--- src/rtl/lpm_pkg.sv ---
package lpm_pkg;
    typedef enum logic [1:0] {
        ST_RUN   = 2'd0,
        ST_IDLE  = 2'd1,
        ST_PDOWN = 2'd2,
        ST_WAKE  = 2'd3
    } lpm_state_e;
endpackage

--- src/rtl/lpm_sync.sv ---
module lpm_sync #(
    parameter int STAGES = 2
) (
    input  logic clk,
    input  logic por_n,
    input  logic d,
    output logic q
);
    logic [STAGES-1:0] shreg;

    always_ff @(posedge clk or negedge por_n) begin
        if (!por_n) shreg <= '0;
        else        shreg <= {shreg[STAGES-2:0], d};
    end

    assign q = shreg[STAGES-1];
endmodule

--- src/rtl/lpm_prescale.sv ---
// Machine-cycle strobe: one pulse every DIV enabled clocks, phase restarted
// whenever counting is disabled.
module lpm_prescale #(
    parameter int DIV = 12
) (
    input  logic clk,
    input  logic por_n,
    input  logic run,
    output logic stb
);
    localparam int W = (DIV > 1) ? $clog2(DIV) : 1;
    localparam logic [W-1:0] LAST = W'(DIV - 1);

    logic [W-1:0] phase;

    always_ff @(posedge clk or negedge por_n) begin
        if (!por_n)             phase <= '0;
        else if (!run)          phase <= '0;
        else if (phase == LAST) phase <= '0;
        else                    phase <= phase + 1'b1;
    end

    assign stb = run && (phase == LAST);
endmodule

--- src/rtl/lpm_rst_qual.sv ---
// Counts machine-cycle strobes while the pin is high; saturates at NEED.
module lpm_rst_qual #(
    parameter int NEED = 2
) (
    input  logic clk,
    input  logic por_n,
    input  logic pin_hi,
    input  logic stb,
    output logic qualified
);
    localparam int W = $clog2(NEED + 1);
    localparam logic [W-1:0] FULL = W'(NEED);

    logic [W-1:0] count;

    always_ff @(posedge clk or negedge por_n) begin
        if (!por_n)                    count <= '0;
        else if (!pin_hi)              count <= '0;
        else if (stb && count != FULL) count <= count + 1'b1;
    end

    assign qualified = (count == FULL);
endmodule

--- src/rtl/lpm_fsm.sv ---
module lpm_fsm
    import lpm_pkg::*;
(
    input  logic clk,
    input  logic por_n,
    input  logic wr_en,
    input  logic wr_idle,
    input  logic wr_pdown,
    input  logic irq_pending,
    input  logic pin_hi,
    input  logic sys_rst,
    output logic cpu_clk_en,
    output logic per_clk_en,
    output logic ana_clk_en,
    output logic osc_en,
    output logic mode_idle,
    output logic mode_pdown
);
    lpm_state_e state, nxt;

    always_comb begin
        nxt = state;
        unique case (state)
            ST_RUN: begin
                if (wr_en && wr_pdown)     nxt = ST_PDOWN;
                else if (wr_en && wr_idle) nxt = ST_IDLE;
            end
            ST_IDLE: begin
                if (irq_pending) nxt = ST_RUN;
            end
            ST_PDOWN: begin
                if (pin_hi) nxt = ST_WAKE;
            end
            ST_WAKE: begin
                if (!pin_hi) nxt = ST_PDOWN;
            end
        endcase
        if (sys_rst) nxt = ST_RUN;
    end

    always_ff @(posedge clk or negedge por_n) begin
        if (!por_n) state <= ST_RUN;
        else        state <= nxt;
    end

    always_comb begin
        cpu_clk_en = 1'b0;
        per_clk_en = 1'b0;
        ana_clk_en = 1'b0;
        osc_en     = 1'b1;
        mode_idle  = 1'b0;
        mode_pdown = 1'b0;
        unique case (state)
            ST_RUN: begin
                cpu_clk_en = 1'b1;
                per_clk_en = 1'b1;
                ana_clk_en = 1'b1;
            end
            ST_IDLE: begin
                per_clk_en = 1'b1;
                mode_idle  = 1'b1;
            end
            ST_PDOWN: begin
                osc_en     = 1'b0;
                mode_pdown = 1'b1;
            end
            ST_WAKE: begin
                mode_pdown = 1'b1;
            end
        endcase
    end
endmodule

--- src/rtl/lp_mode_ctrl.sv ---
module lp_mode_ctrl #(
    parameter int OSC_PER_MC  = 12,
    parameter int QUAL_MC     = 2,
    parameter int SYNC_STAGES = 2
) (
    input  logic clk,
    input  logic por_n,
    input  logic rst_pin,
    input  logic wr_en,
    input  logic wr_idle,
    input  logic wr_pdown,
    input  logic irq_pending,
    output logic cpu_clk_en,
    output logic per_clk_en,
    output logic ana_clk_en,
    output logic osc_en,
    output logic sys_rst,
    output logic mode_idle,
    output logic mode_pdown
);
    logic pin_hi;
    logic mc_stb;

    lpm_sync #(.STAGES(SYNC_STAGES)) u_sync (
        .clk   (clk),
        .por_n (por_n),
        .d     (rst_pin),
        .q     (pin_hi)
    );

    lpm_prescale #(.DIV(OSC_PER_MC)) u_pre (
        .clk   (clk),
        .por_n (por_n),
        .run   (pin_hi && osc_en),
        .stb   (mc_stb)
    );

    lpm_rst_qual #(.NEED(QUAL_MC)) u_qual (
        .clk       (clk),
        .por_n     (por_n),
        .pin_hi    (pin_hi),
        .stb       (mc_stb),
        .qualified (sys_rst)
    );

    lpm_fsm u_fsm (
        .clk         (clk),
        .por_n       (por_n),
        .wr_en       (wr_en),
        .wr_idle     (wr_idle),
        .wr_pdown    (wr_pdown),
        .irq_pending (irq_pending),
        .pin_hi      (pin_hi),
        .sys_rst     (sys_rst),
        .cpu_clk_en  (cpu_clk_en),
        .per_clk_en  (per_clk_en),
        .ana_clk_en  (ana_clk_en),
        .osc_en      (osc_en),
        .mode_idle   (mode_idle),
        .mode_pdown  (mode_pdown)
    );
endmodule

--- config.mk ---
export PLATFORM = sky130hd
export DESIGN_NAME = lp_mode_ctrl
export DESIGN_NICKNAME = d
export VERILOG_FILES = /design/src/rtl/lpm_pkg.sv /design/src/rtl/lpm_sync.sv /design/src/rtl/lpm_prescale.sv /design/src/rtl/lpm_rst_qual.sv /design/src/rtl/lpm_fsm.sv /design/src/rtl/lp_mode_ctrl.sv
export SDC_FILE = /design/constraint.sdc
export NUM_CORES = 1
export LEC_CHECK = 0
export ABC_AREA = 1
export BUFFER_PORTS_ARGS = -buffer_cell sky130_fd_sc_hd__buf_2
export CAP_MARGIN = 20
export CORE_AREA = 2 2 39 41
export DETAILED_ROUTE_END_ITERATION = 6
export DIE_AREA = 0 0 41 43
export PLACE_DENSITY = 0.75
export SETUP_SLACK_MARGIN = 0.2
export SLEW_MARGIN = 10
export SYNTH_ARGS = -nofsm -noshare
export SYNTH_HDL_FRONTEND = slang
export SYNTH_SLANG_ARGS = --single-unit
--- constraint.sdc ---
create_clock -name clk -period 2.6 [get_ports clk]
set_input_delay 0.52 -clock clk [delete_from_list [all_inputs] [get_ports clk]]
set_output_delay 0.52 -clock clk [all_outputs]
set_load 0.02 [all_outputs]
==> impl_metrics.csv, run 1 <==
group,metric,value,unit
cells_and_area,num-nets-final,99,
clocking,cts_post_setup_buffers_inserted,0,
floorplanning,fp.dieW,41,um
floorplanning,coreArea,1380,um^2
grt,wire_length_of_the_first_global_routing_pass,1900,um
place,dp_hpwl,863,um
cells_and_area,areaGrowthSynthToFinish,19.6,%
grt,grt_antenna_before_repair,0,
sta,fmax,583,MHz
sta,rsz0062_at_grt,"no",
logic_synthesis,synth_sequential_area_ratio,44.6,%
pwr,power-per-cell-area,1000,nW/um^2
grt,number_of_global_route_vias_before_repair,504,
pwr,power.static_leakage,0.371,nW
drt,route.vias.total,498,
grt,grtUsageTotal,15.9,%
sta,max-slew-margin-rel,80.8,%
logic_synthesis,synthTopCellsByArea,"sky130_fd_sc_hd__dfrtp_1 45%, sky130_fd_sc_hd__nand2_1 10%, sky130_fd_sc_hd__nor2_1 9.4%",
clocking,clk_transition_reported_paths,70,ps
sta,maxSlewViolCount,0,
drt,detail_route.drc_violations,0,
sta,timing.clock.skew,0.997,ps
logic_synthesis,synth-warning-count,0,
logic_synthesis,distinct_cells_synth,18,
place,post_dp_cell_area,634,um^2
drt,drt_first_iter_violations,12,
setup_path,critical_path_arrival,1190,ps
logic_synthesis,yosys_register_bits,10,
flow_run,drv.max_cap_violation_count,0,
cells_and_area,layout_common_cells,"15 x sky130_fd_sc_hd__nand2_1, 14 x sky130_fd_sc_hd__nor2_1, 13 x sky130_fd_sc_hd__buf_2, 10 x sky130_fd_sc_hd__dfrtp_1, 9 x sky130_fd_sc_hd__inv_1",
floorplanning,initial_utilization,40.5,%
pwr,post-layout-total-power,0.000673,W
pwr,power.ir.vdd_worst,0.452,mV
sta,hold_viol,0,
place,port-buffer-count,13,
logic_synthesis,synth_area_leader_cell,"sky130_fd_sc_hd__dfrtp_1",
drt,total_wire_length,1090,um
clocking,cts-resized-gates,0,
clocking,cts_tree,"yes",
drt,firstDrtPassIters,4,
cells_and_area,n_antenna_cell,0,
status,run_status,"completed",
setup_path,cp-start-kind,"flip-flop",
sta,hold_ws,93.7,ps
floorplanning,die_y,43,um
floorplanning,floorplan.die_area,1760,um^2
drt,drt.antenna.violating_nets,0,
cells_and_area,mostFrequentLayoutCell,"sky130_fd_sc_hd__nand2_1",
cells_and_area,drive_above_1_share,27.3,%
drt,routed_wl_per_cell,10.5,um
logic_synthesis,synthCells,73,
setup_path,cp.required,2080,ps
cells_and_area,finish.instance_area,671,um^2
logic_synthesis,syn-num-nets,83,
grt,grt_remaining_overflow,0,
sta,setup_viol_count_final,0,
floorplanning,rows,14,
drt,post_drt_via_cell_ratio,4.79,
clocking,clock_tree.htree_level_count,1,
sta,period_needed,1710,ps
clocking,cts-hold-fix-buffers,0,
clocking,library_cell_used_as_clock_root_buffer,"sky130_fd_sc_hd__clkbuf_4",
clocking,clock-sinks,10,
sta,fin_crit_sh,65.9,%
clocking,clock_path_buffers,2,
logic_synthesis,post_synth_instance_area,561,um^2
setup_path,setup.worst_path.class,"reg -> out",
clocking,worst_skew_pair.late_latency,270,ps
hold_path,min_path_type,"in -> async",
setup_path,critical_path_peak_fanout,8,
cells_and_area,share_of_the_core_filled_with_cells,48.5,%
clocking,cts-buffers-inserted,3,
sta,fin_setup_tns,0,ps
logic_synthesis,syn-mean-instance-area,7.68,um^2
floorplanning,count_of_pins_on_the_block_boundary,14,
grt,grt_start_max_net_pins,11,
logic_synthesis,yosys.area.top_type_share,44.6,%
sta,timing_worst_slew_pin_value,288,ps
setup_path,worst_setup_path_end_kind,"output port",
place,gp_congestion,0.849,
[state kept, by name, summed over array words and instances (netlist names)]
register and flops:
u_pre.phase 4, u_fsm.state 2, u_qual.count 2, u_sync.shreg 2
[metal layers]
metal	routed length [um]	GRT usage, %	vias to the layer above
met4	25	11.3	0
met5	0	0	-
met3	43	2.62	3
met1	449	18.2	235
li1	-	-	250
met2	570	25.0	10
[logic make-up (layout without fill, tap and decap cells)]
group / after synthesis / in the layout / synth area share [%]
flops: 10 / 10 / 44.6
fa+ha+maj: 3 / 3 / 6.70
buf+inv: 13 / 28 / 9.37
compound gates: 2 / 2 / 1.78
xor+xnor: 2 / 2 / 3.13
simple gates: 43 / 43 / 34.4
[synth_stat cells]
master,n
sky130_fd_sc_hd__buf_4,1
sky130_fd_sc_hd__nor2_2,2
sky130_fd_sc_hd__nor3_1,1
sky130_fd_sc_hd__inv_1,9
sky130_fd_sc_hd__nor2_4,1
sky130_fd_sc_hd__nor2_1,14
sky130_fd_sc_hd__ha_1,3
sky130_fd_sc_hd__nand3_1,7
sky130_fd_sc_hd__nor3b_1,1
sky130_fd_sc_hd__o21ai_1,1
sky130_fd_sc_hd__inv_2,2
sky130_fd_sc_hd__xor2_1,1
sky130_fd_sc_hd__nand2_2,2
sky130_fd_sc_hd__clkbuf_1,1
sky130_fd_sc_hd__dfrtp_1,10
sky130_fd_sc_hd__nand2_1,15
sky130_fd_sc_hd__o21ai_0,1
sky130_fd_sc_hd__xnor2_1,1
[stage by stage]
stage / setup WS (ps) / cells
2_1_floorplan: 1040 / 73
3_3_place_gp: 1240 / 100
3_5_place_dp: 1180 / 100
4_1_cts: 872 / 104
5_1_grt: 816 / 104
6_report: 885 / 104
[final cells by class]
type                    instances  area, um^2
fillers                       144         713
inverters                      11        41.3
clock buffers                   4        36.3
repair buffers                 13        65.1
flip-flops and latches         10         250
well taps                      16        20.0
multi-input cells              50         258
[power by group]
part | switching [W] | internal, W
Clock | 0.0000581 | 0.0000851
Combinational | 0.000195 | 0.000103
Sequential | 0.0000462 | 0.000186
[worst max-delay path, stage by stage (launching register included)]
cell	delay, ps
sky130_fd_sc_hd__dfrtp_1	490
sky130_fd_sc_hd__inv_2	100
sky130_fd_sc_hd__nor2_4	130
sky130_fd_sc_hd__inv_1	50
sky130_fd_sc_hd__buf_2	150
[final timing paths]
kind | start | endpoint | slack, ps | cells past startpoint
max in group asynchronous | por_n | u_pre.phase[0] | 2320 | 1
worst min register to register | u_sync.shreg[0] | u_sync.shreg[1] | 350 | 0
min in group clk | u_sync.shreg[0] | u_sync.shreg[1] | 350 | 0
worst min-delay path | por_n | u_qual.count[1] | 90 | 1
worst max-delay path | u_fsm.state[1] | osc_en | 890 | 4
worst max register to register | u_qual.count[0] | u_fsm.state[1] | 1280 | 9
Note: power is estimated with default switching activity, not from simulation.
==> run 2: changes to the inputs <==
--- a/config.mk
+++ b/config.mk
@@ -5,13 +5,13 @@
 export SDC_FILE = /design/constraint.sdc
 export NUM_CORES = 1
 export LEC_CHECK = 0
-export ABC_AREA = 1
+export ABC_AREA = 0
 export BUFFER_PORTS_ARGS = -buffer_cell sky130_fd_sc_hd__buf_2
 export CAP_MARGIN = 20
 export CORE_AREA = 2 2 39 41
 export DETAILED_ROUTE_END_ITERATION = 6
 export DIE_AREA = 0 0 41 43
-export PLACE_DENSITY = 0.75
+export PLACE_DENSITY = 0.73
 export SETUP_SLACK_MARGIN = 0.2
 export SLEW_MARGIN = 10
 export SYNTH_ARGS = -nofsm -noshare
==> constraint.sdc (replaced) <==
create_clock -name clk -period 1.7 [get_ports clk]
set_input_delay 0.34 -clock clk [delete_from_list [all_inputs] [get_ports clk]]
set_output_delay 0.34 -clock clk [all_outputs]
set_load 0.02 [all_outputs]
==> run 2 against run 1 <==
Net effect: final cell count shrank 20%; routed wire length decreased by 8.5%; clock skew hardly changed; count of clock-buffer cells in the layout unchanged; clock power up 51%; sequential share of layout area down 0.98 points; register-to-register slack got worse by 1000 ps; cell area increased by 3.7%; total power rose by 14%; worst hold slack better by 83 ps; flip-flop and latch count unchanged; critical endpoint is now mode_idle; largest cell class unchanged; largest power group is now registers.
==> impl_metrics.csv, run 2 <==
group,metric,value,unit
place,gp_congestion,0.707,
setup_path,setup.worst_path.class,"reg -> out",
drt,total_wire_length,995,um
pwr,power-per-cell-area,1100,nW/um^2
logic_synthesis,post_synth_instance_area,539,um^2
logic_synthesis,yosysMostFrequentCell,"sky130_fd_sc_hd__dfrtp_1",
drt,routed_wl_per_cell,12.0,um
grt,number_of_global_route_vias_before_repair,351,
cells_and_area,mostFrequentLayoutCell,"sky130_fd_sc_hd__buf_2",
sta,max-slew-margin-rel,80.1,%
sta,setup_viol_count_final,0,
grt,grt_antenna_before_repair,0,
clocking,library_cell_used_as_clock_root_buffer,"sky130_fd_sc_hd__clkbuf_4",
setup_path,critPathLaunch,"u_fsm.state[0]",
clocking,clock_path_buffers,2,
drt,drt.antenna.violating_nets,0,
sta,fmax,687,MHz
hold_path,min_path_type,"in -> reg",
setup_path,worstSetupEndpoint,"mode_idle",
setup_path,timing.rr.start,"u_qual.count[0]",
clocking,clock-sinks,10,
grt,grtUsageTotal,13.0,%
logic_synthesis,syn-mean-instance-area,10.8,um^2
logic_synthesis,synth_area_leader_cell,"sky130_fd_sc_hd__dfrtp_1",
logic_synthesis,synthCells,50,
setup_path,critical_path_arrival,1120,ps
cells_and_area,num-nets-final,78,
sta,timing_worst_slew_pin_value,298,ps
sta,period_needed,1460,ps
sta,rsz0062_at_grt,"no",
grt,grt_start_max_net_pins,11,
clocking,clk_transition_reported_paths,70,ps
logic_synthesis,synth_sequential_area_ratio,46.4,%
logic_synthesis,synth-warning-count,0,
setup_path,worst_r2r_path_depth,4,
floorplanning,count_of_pins_on_the_block_boundary,14,
logic_synthesis,synth_edf_count,0,
place,dp_hpwl,689,um
sta,fin_setup_tns,0,ps
setup_path,reg2reg_slack,260,ps
sta,maxSlewViolCount,0,
drt,drt_first_iter_violations,11,
logic_synthesis,ys.flop_type,"sky130_fd_sc_hd__dfrtp_1",
setup_path,cp-start-kind,"flip-flop",
grt,grt_remaining_overflow,0,
status,run_status,"completed",
cells_and_area,areaGrowthSynthToFinish,29.0,%
setup_path,critical_path_peak_fanout,7,
cells_and_area,drive_above_1_share,49.3,%
sta,hold_viol,0,
sta,fin_crit_sh,85.7,%
floorplanning,initial_utilization,39.0,%
pwr,power.ir.vdd_worst,0.579,mV
drt,post_drt_via_cell_ratio,5.11,
cells_and_area,layout_common_cells,"13 x sky130_fd_sc_hd__buf_2, 8 x sky130_fd_sc_hd__dfrtp_1, 5 x sky130_fd_sc_hd__nor2_1, 4 x sky130_fd_sc_hd__inv_1",
logic_synthesis,synth_commonest_cells,"10 x sky130_fd_sc_hd__dfrtp_1, 5 x sky130_fd_sc_hd__inv_1, 5 x sky130_fd_sc_hd__nor2_1",
logic_synthesis,distinct_cells_synth,25,
clocking,worst_skew_pair.late_latency,270,ps
grt,wire_length_of_the_first_global_routing_pass,1500,um
drt,detail_route.drc_violations,0,
clocking,cts-buffers-inserted,3,
clocking,cts_tree,"yes",
logic_synthesis,synthTopCellsByArea,"sky130_fd_sc_hd__dfrtp_1 46%, sky130_fd_sc_hd__ha_1 7.0%, sky130_fd_sc_hd__inv_1 3.5%",
flow_run,drv.max_cap_violation_count,0,
sta,timing.clock.skew,1.36,ps
pwr,power.static_leakage,0.341,nW
floorplanning,floorplan.die_area,1760,um^2
setup_path,cp.required,1360,ps
cells_and_area,register_name_with_the_most_flops,"u_pre.phase",
floorplanning,fp.dieW,41,um
setup_path,worst_setup_path_end_kind,"output port",
logic_synthesis,syn-num-nets,60,
cells_and_area,n_antenna_cell,0,
floorplanning,rows,14,
setup_path,r2r_end,"u_qual.count[1]",
logic_synthesis,yosys_register_bits,10,
clocking,clock_tree.htree_level_count,1,
place,port-buffer-count,13,
floorplanning,coreArea,1380,um^2
drt,firstDrtPassIters,5,
sta,hold_ws,177,ps
logic_synthesis,async_flop_share,100,%
cells_and_area,largest_register_ff_count,4,
drt,route.vias.total,424,
logic_synthesis,yosys.area.top_type_share,46.4,%
floorplanning,die_y,43,um
run 2: cell count changes in the layout (fill, tap and decap cells not counted), sizes merged, moves of 2 or more:
cell / delta
nand2: -17
o31ai: +2
nand3: -5
or4: +2
buf: +3
inv: -6
nor2: -12
a21boi: +2
run 2: cells by family (layout without fill, tap and decap cells):
kind of cell,Yosys count,after routing,share of synthesized area (%)
and+or+nand+nor,15,15,17.6
DFF,10,10,46.4
AOI/OAI and AO/OA,9,9,11.8
buffers and inverters,9,26,10.2
adders and majority gates,3,3,6.96
xor gates and xnor gates,3,3,4.87
muxes,1,1,2.09
run 2: routing by layer:
| metal | vias to the layer above | global-route usage (%) | part of all wire [%] |
|---|---|---|---|
| met5 | - | 0 | 0 |
| met4 | 0 | 10.0 | 2.8 |
| met3 | 6 | 1.57 | 6.5 |
| met2 | 17 | 17.5 | 47 |
| met1 | 196 | 18.2 | 43 |
| li1 | 205 | - | - |
run 2: metrics by stage:
stage	setup WS, ps	total power [W]	cell area, um^2	utilization [%]	cells
global placement	229	0.000484	588	42.5	75
floorplan	245	0.000455	539	-	50
detailed placement	174	0.000494	588	42.5	75
CTS	182	0.000717	641	46.3	80
finish	244	0.000768	696	50.3	83
global route	205	0.000816	696	50.3	83
run 2: critical path: stages (launching register included):
cell and delay [ps]:
sky130_fd_sc_hd__dfrtp_2 460, sky130_fd_sc_hd__and2b_2 230, sky130_fd_sc_hd__buf_2 160
run 2: how the worst min path moves through the flow:
stage            start         endpoint  slack (ps)  cells past startpoint
4_1_cts        rst_pin  u_sync.shreg[0]         170                      1
6_report       rst_pin  u_sync.shreg[0]         180                      1
2_1_floorplan    por_n   u_fsm.state[0]          40                      0
5_1_grt        rst_pin  u_sync.shreg[0]         170                      1
3_5_place_dp     por_n   u_pre.phase[2]         210                      1
3_3_place_gp     por_n   u_pre.phase[2]         210                      1
run 2: final cells by class:
cell class	count	area [um^2]
Sequential cell	10	253
Multi-Input combinational cell	31	270
Inverter	5	18.8
Tap cell	16	20.0
Timing Repair Buffer	17	97.6
Clock buffer	4	36.3
Fill cell	129	688
run 2: power by group:
| group | internal [W] | switching [W] | leakage, nW |
|---|---|---|---|
| clock | 0.000130 | 0.0000859 | 0.0210 |
| sequential | 0.000271 | 0.0000401 | 0.125 |
| combinational | 0.000128 | 0.000114 | 0.195 |
run 2: repair_timing:
action | CTS | global route
hold endpoints to repair | 10 | 0
pin swaps | 0 | 2
hold buffers | 1 | 0
gates resized for setup | 4 | 7
buffers inserted | 0 | 3
cloned | 0 | 0
endpoints found under the setup margin | 4 | 4
==> run 3: changes to the inputs <==
--- a/config.mk
+++ b/config.mk
@@ -11,9 +11,10 @@
 export CORE_AREA = 2 2 39 41
 export DETAILED_ROUTE_END_ITERATION = 6
 export DIE_AREA = 0 0 41 43
-export PLACE_DENSITY = 0.73
+export PLACE_DENSITY = 0.7
 export SETUP_SLACK_MARGIN = 0.2
 export SLEW_MARGIN = 10
 export SYNTH_ARGS = -nofsm -noshare
 export SYNTH_HDL_FRONTEND = slang
+export SYNTH_HIERARCHICAL = 1
 export SYNTH_SLANG_ARGS = --single-unit
==> run 3 against run 2 <==
Net effect: global-route usage fell by 0.72 points; fmax is 1.9% higher; worst hold slack gained 7.8 ps; non-clock buffer count decreased by 3; sequential power down 20%; via count shrank 14%; total power shrank 37%; area after synthesis down 7.0%.
==> impl_metrics.csv, run 3 <==
group,metric,value,unit
status,run_status,"completed",
drt,drt_first_iter_violations,8,
grt,number_of_global_route_vias_before_repair,371,
setup_path,critical_path_arrival,1090,ps
drt,drt.antenna.violating_nets,0,
sta,hold_viol,0,
logic_synthesis,ys.flop_type,"sky130_fd_sc_hd__dfrtp_1",
grt,grt_antenna_before_repair,0,
pwr,power.static_leakage,0.305,nW
setup_path,critical-path-max-stage-delay,390,ps
setup_path,critical_path.cell_chain,"inv_1 -> ha_2 -> buf_4",
floorplanning,count_of_pins_on_the_block_boundary,14,
setup_path,cp-start-kind,"flip-flop",
cells_and_area,areaGrowthSynthToFinish,24.9,%
cells_and_area,drive_above_1_share,32.8,%
sta,final_critical_path_setup_slack,270,ps
cells_and_area,largest_register_ff_count,4,
sta,rsz0062_at_grt,"no",
sta,setup_viol_count_final,0,
clocking,cts_post_setup_buffers_inserted,0,
logic_synthesis,yosysMostFrequentCell,"sky130_fd_sc_hd__dfrtp_1",
floorplanning,fp.dieW,41,um
logic_synthesis,distinct_cells_synth,20,
sta,timing.clock.skew,1.35,ps
place,gp_congestion,0.759,
clocking,library_cell_used_as_clock_root_buffer,"sky130_fd_sc_hd__clkbuf_4",
logic_synthesis,yosys_register_bits,10,
clocking,clk_transition_reported_paths,60,ps
place,port-buffer-count,13,
place,detailedPlace.worstSlack,314,ps
logic_synthesis,synthCells,45,
floorplanning,initial_utilization,36.3,%
sta,period_needed,1430,ps
cells_and_area,mostFrequentLayoutCell,"sky130_fd_sc_hd__buf_2",
cells_and_area,register_name_with_the_most_flops,"u_pre/phase",
drt,post_drt_via_cell_ratio,4.71,
logic_synthesis,synth_commonest_cells,"10 x sky130_fd_sc_hd__dfrtp_1, 4 x sky130_fd_sc_hd__nand2b_1",
cells_and_area,layout_common_cells,"12 x sky130_fd_sc_hd__buf_2, 10 x sky130_fd_sc_hd__dfrtp_1, 4 x sky130_fd_sc_hd__nand2b_1",
floorplanning,floorplan.die_area,1760,um^2
clocking,worst_skew_pair.late_latency,260,ps
logic_synthesis,synthTopCellsByArea,"sky130_fd_sc_hd__dfrtp_1 50%, sky130_fd_sc_hd__ha_1 5.0%, sky130_fd_sc_hd__nand2b_1 5.0%",
setup_path,critical_path_peak_fanout,5,
place,dp_hpwl,623,um
logic_synthesis,syn-mean-instance-area,11.1,um^2
flow_run,drv.max_cap_violation_count,0,
floorplanning,die_y,43,um
grt,grtUsageTotal,12.3,%
drt,firstDrtPassIters,3,
setup_path,critical-path-slowest-cell,"sky130_fd_sc_hd__dfrtp_1",
logic_synthesis,synth_area_leader_cell,"sky130_fd_sc_hd__dfrtp_1",
clocking,clock-sinks,10,
drt,detail_route.drc_violations,0,
clocking,cts-buffers-inserted,3,
hold_path,min_path_type,"in -> reg",
logic_synthesis,synth_sequential_area_ratio,49.9,%
logic_synthesis,synth-warning-count,6,
clocking,clock_path_buffers,2,
sta,fmax,699,MHz
grt,grt_remaining_overflow,0,
setup_path,worst_setup_path_end_kind,"output port",
sta,maxSlewViolCount,0,
floorplanning,rows,14,
grt,wire_length_of_the_first_global_routing_pass,1440,um
setup_path,cp.required,1360,ps
drt,route.vias.total,363,
logic_synthesis,yosys.area.top_type_share,49.9,%
drt,routed_wl_per_cell,10.5,um
sta,max-slew-margin-rel,85.4,%
drt,total_wire_length,812,um
logic_synthesis,async_flop_share,100,%
logic_synthesis,post_synth_instance_area,502,um^2
grt,grt_start_max_net_pins,11,
logic_synthesis,syn-num-nets,54,
setup_path,critical_path.top_delay_family,"flip-flops",
setup_path,cp.buffers_inverters,2,
cells_and_area,n_antenna_cell,0,
sta,fin_setup_tns,0,ps
clocking,clock_tree.htree_level_count,1,
cells_and_area,num-nets-final,71,
floorplanning,coreArea,1380,um^2
pwr,power.ir.vdd_worst,0.388,mV
setup_path,setup.worst_path.class,"reg -> out",
sta,fin_crit_sh,84.1,%
sta,timing_worst_slew_pin_value,219,ps
pwr,power-per-cell-area,777,nW/um^2
clocking,cts_tree,"yes",
logic_synthesis,synth_edf_count,0,
run 3: final timing paths:
check / from / to / slack (ps) / cells after the start
max: u_qual/count[0] / sys_rst / 270 / 3
min: rst_pin / u_sync/shreg[0] / 180 / 1
max reg2reg: u_pre/phase[0] / u_qual/count[1] / 300 / 6
min reg2reg: u_sync/shreg[0] / u_sync/shreg[1] / 360 / 0
max in group asynchronous: por_n / u_pre/phase[2] / 1050 / 2
min in group asynchronous: por_n / u_fsm/state[1] / 460 / 2
run 3: final cells by class:
class / instances / area, um^2
clock buffer: 4 / 36.3
fill: 138 / 757
inverter: 2 / 7.51
multi-input combinational: 31 / 235
sequential: 10 / 250
tap: 16 / 20.0
timing repair buffer: 14 / 77.6
run 3: report_power, final:
part,switching (W),total (W),internal [W]
clock,0.0000792,0.000209,0.000130
combinational,0.0000139,0.0000288,0.0000150
sequential,0.00000555,0.000249,0.000244
run 3: kinds of logic after synthesis:
group	share of synthesized area, %
compound gates	7.48
fa+ha+maj	4.99
buf+inv	3.74
flops	49.9
mux	3.99
simple gates	29.9
run 3: timing repair:
action | CTS | global route
endpoints found under the setup margin | 1 | 1
resized for setup | 1 | 1
hold buffers | 1 | 0
pin swaps | 0 | 0
hold endpoints to repair | 10 | 0
run 3: metal layers:
metal	vias to the layer above	wire [um]	global-route usage (%)
met5	-	0	0
met4	0	0	8.00
met3	0	18	3.14
met2	4	403	17.5
met1	176	389	15.8
li1	183	-	-
run 3: per-stage QoR:
step / hold slack [ps] / util, % / area [um^2] / instances / total power, W
2_1_floorplan: 44.4 / - / 502 / 45 / 0.000265
5_1_grt: 161 / 45.3 / 627 / 77 / 0.000513
4_1_cts: 173 / 45.1 / 624 / 77 / 0.000495
6_report: 185 / 45.3 / 627 / 77 / 0.000487
3_5_place_dp: 209 / 41.6 / 576 / 72 / 0.000281
3_3_place_gp: 210 / 41.6 / 576 / 72 / 0.000280
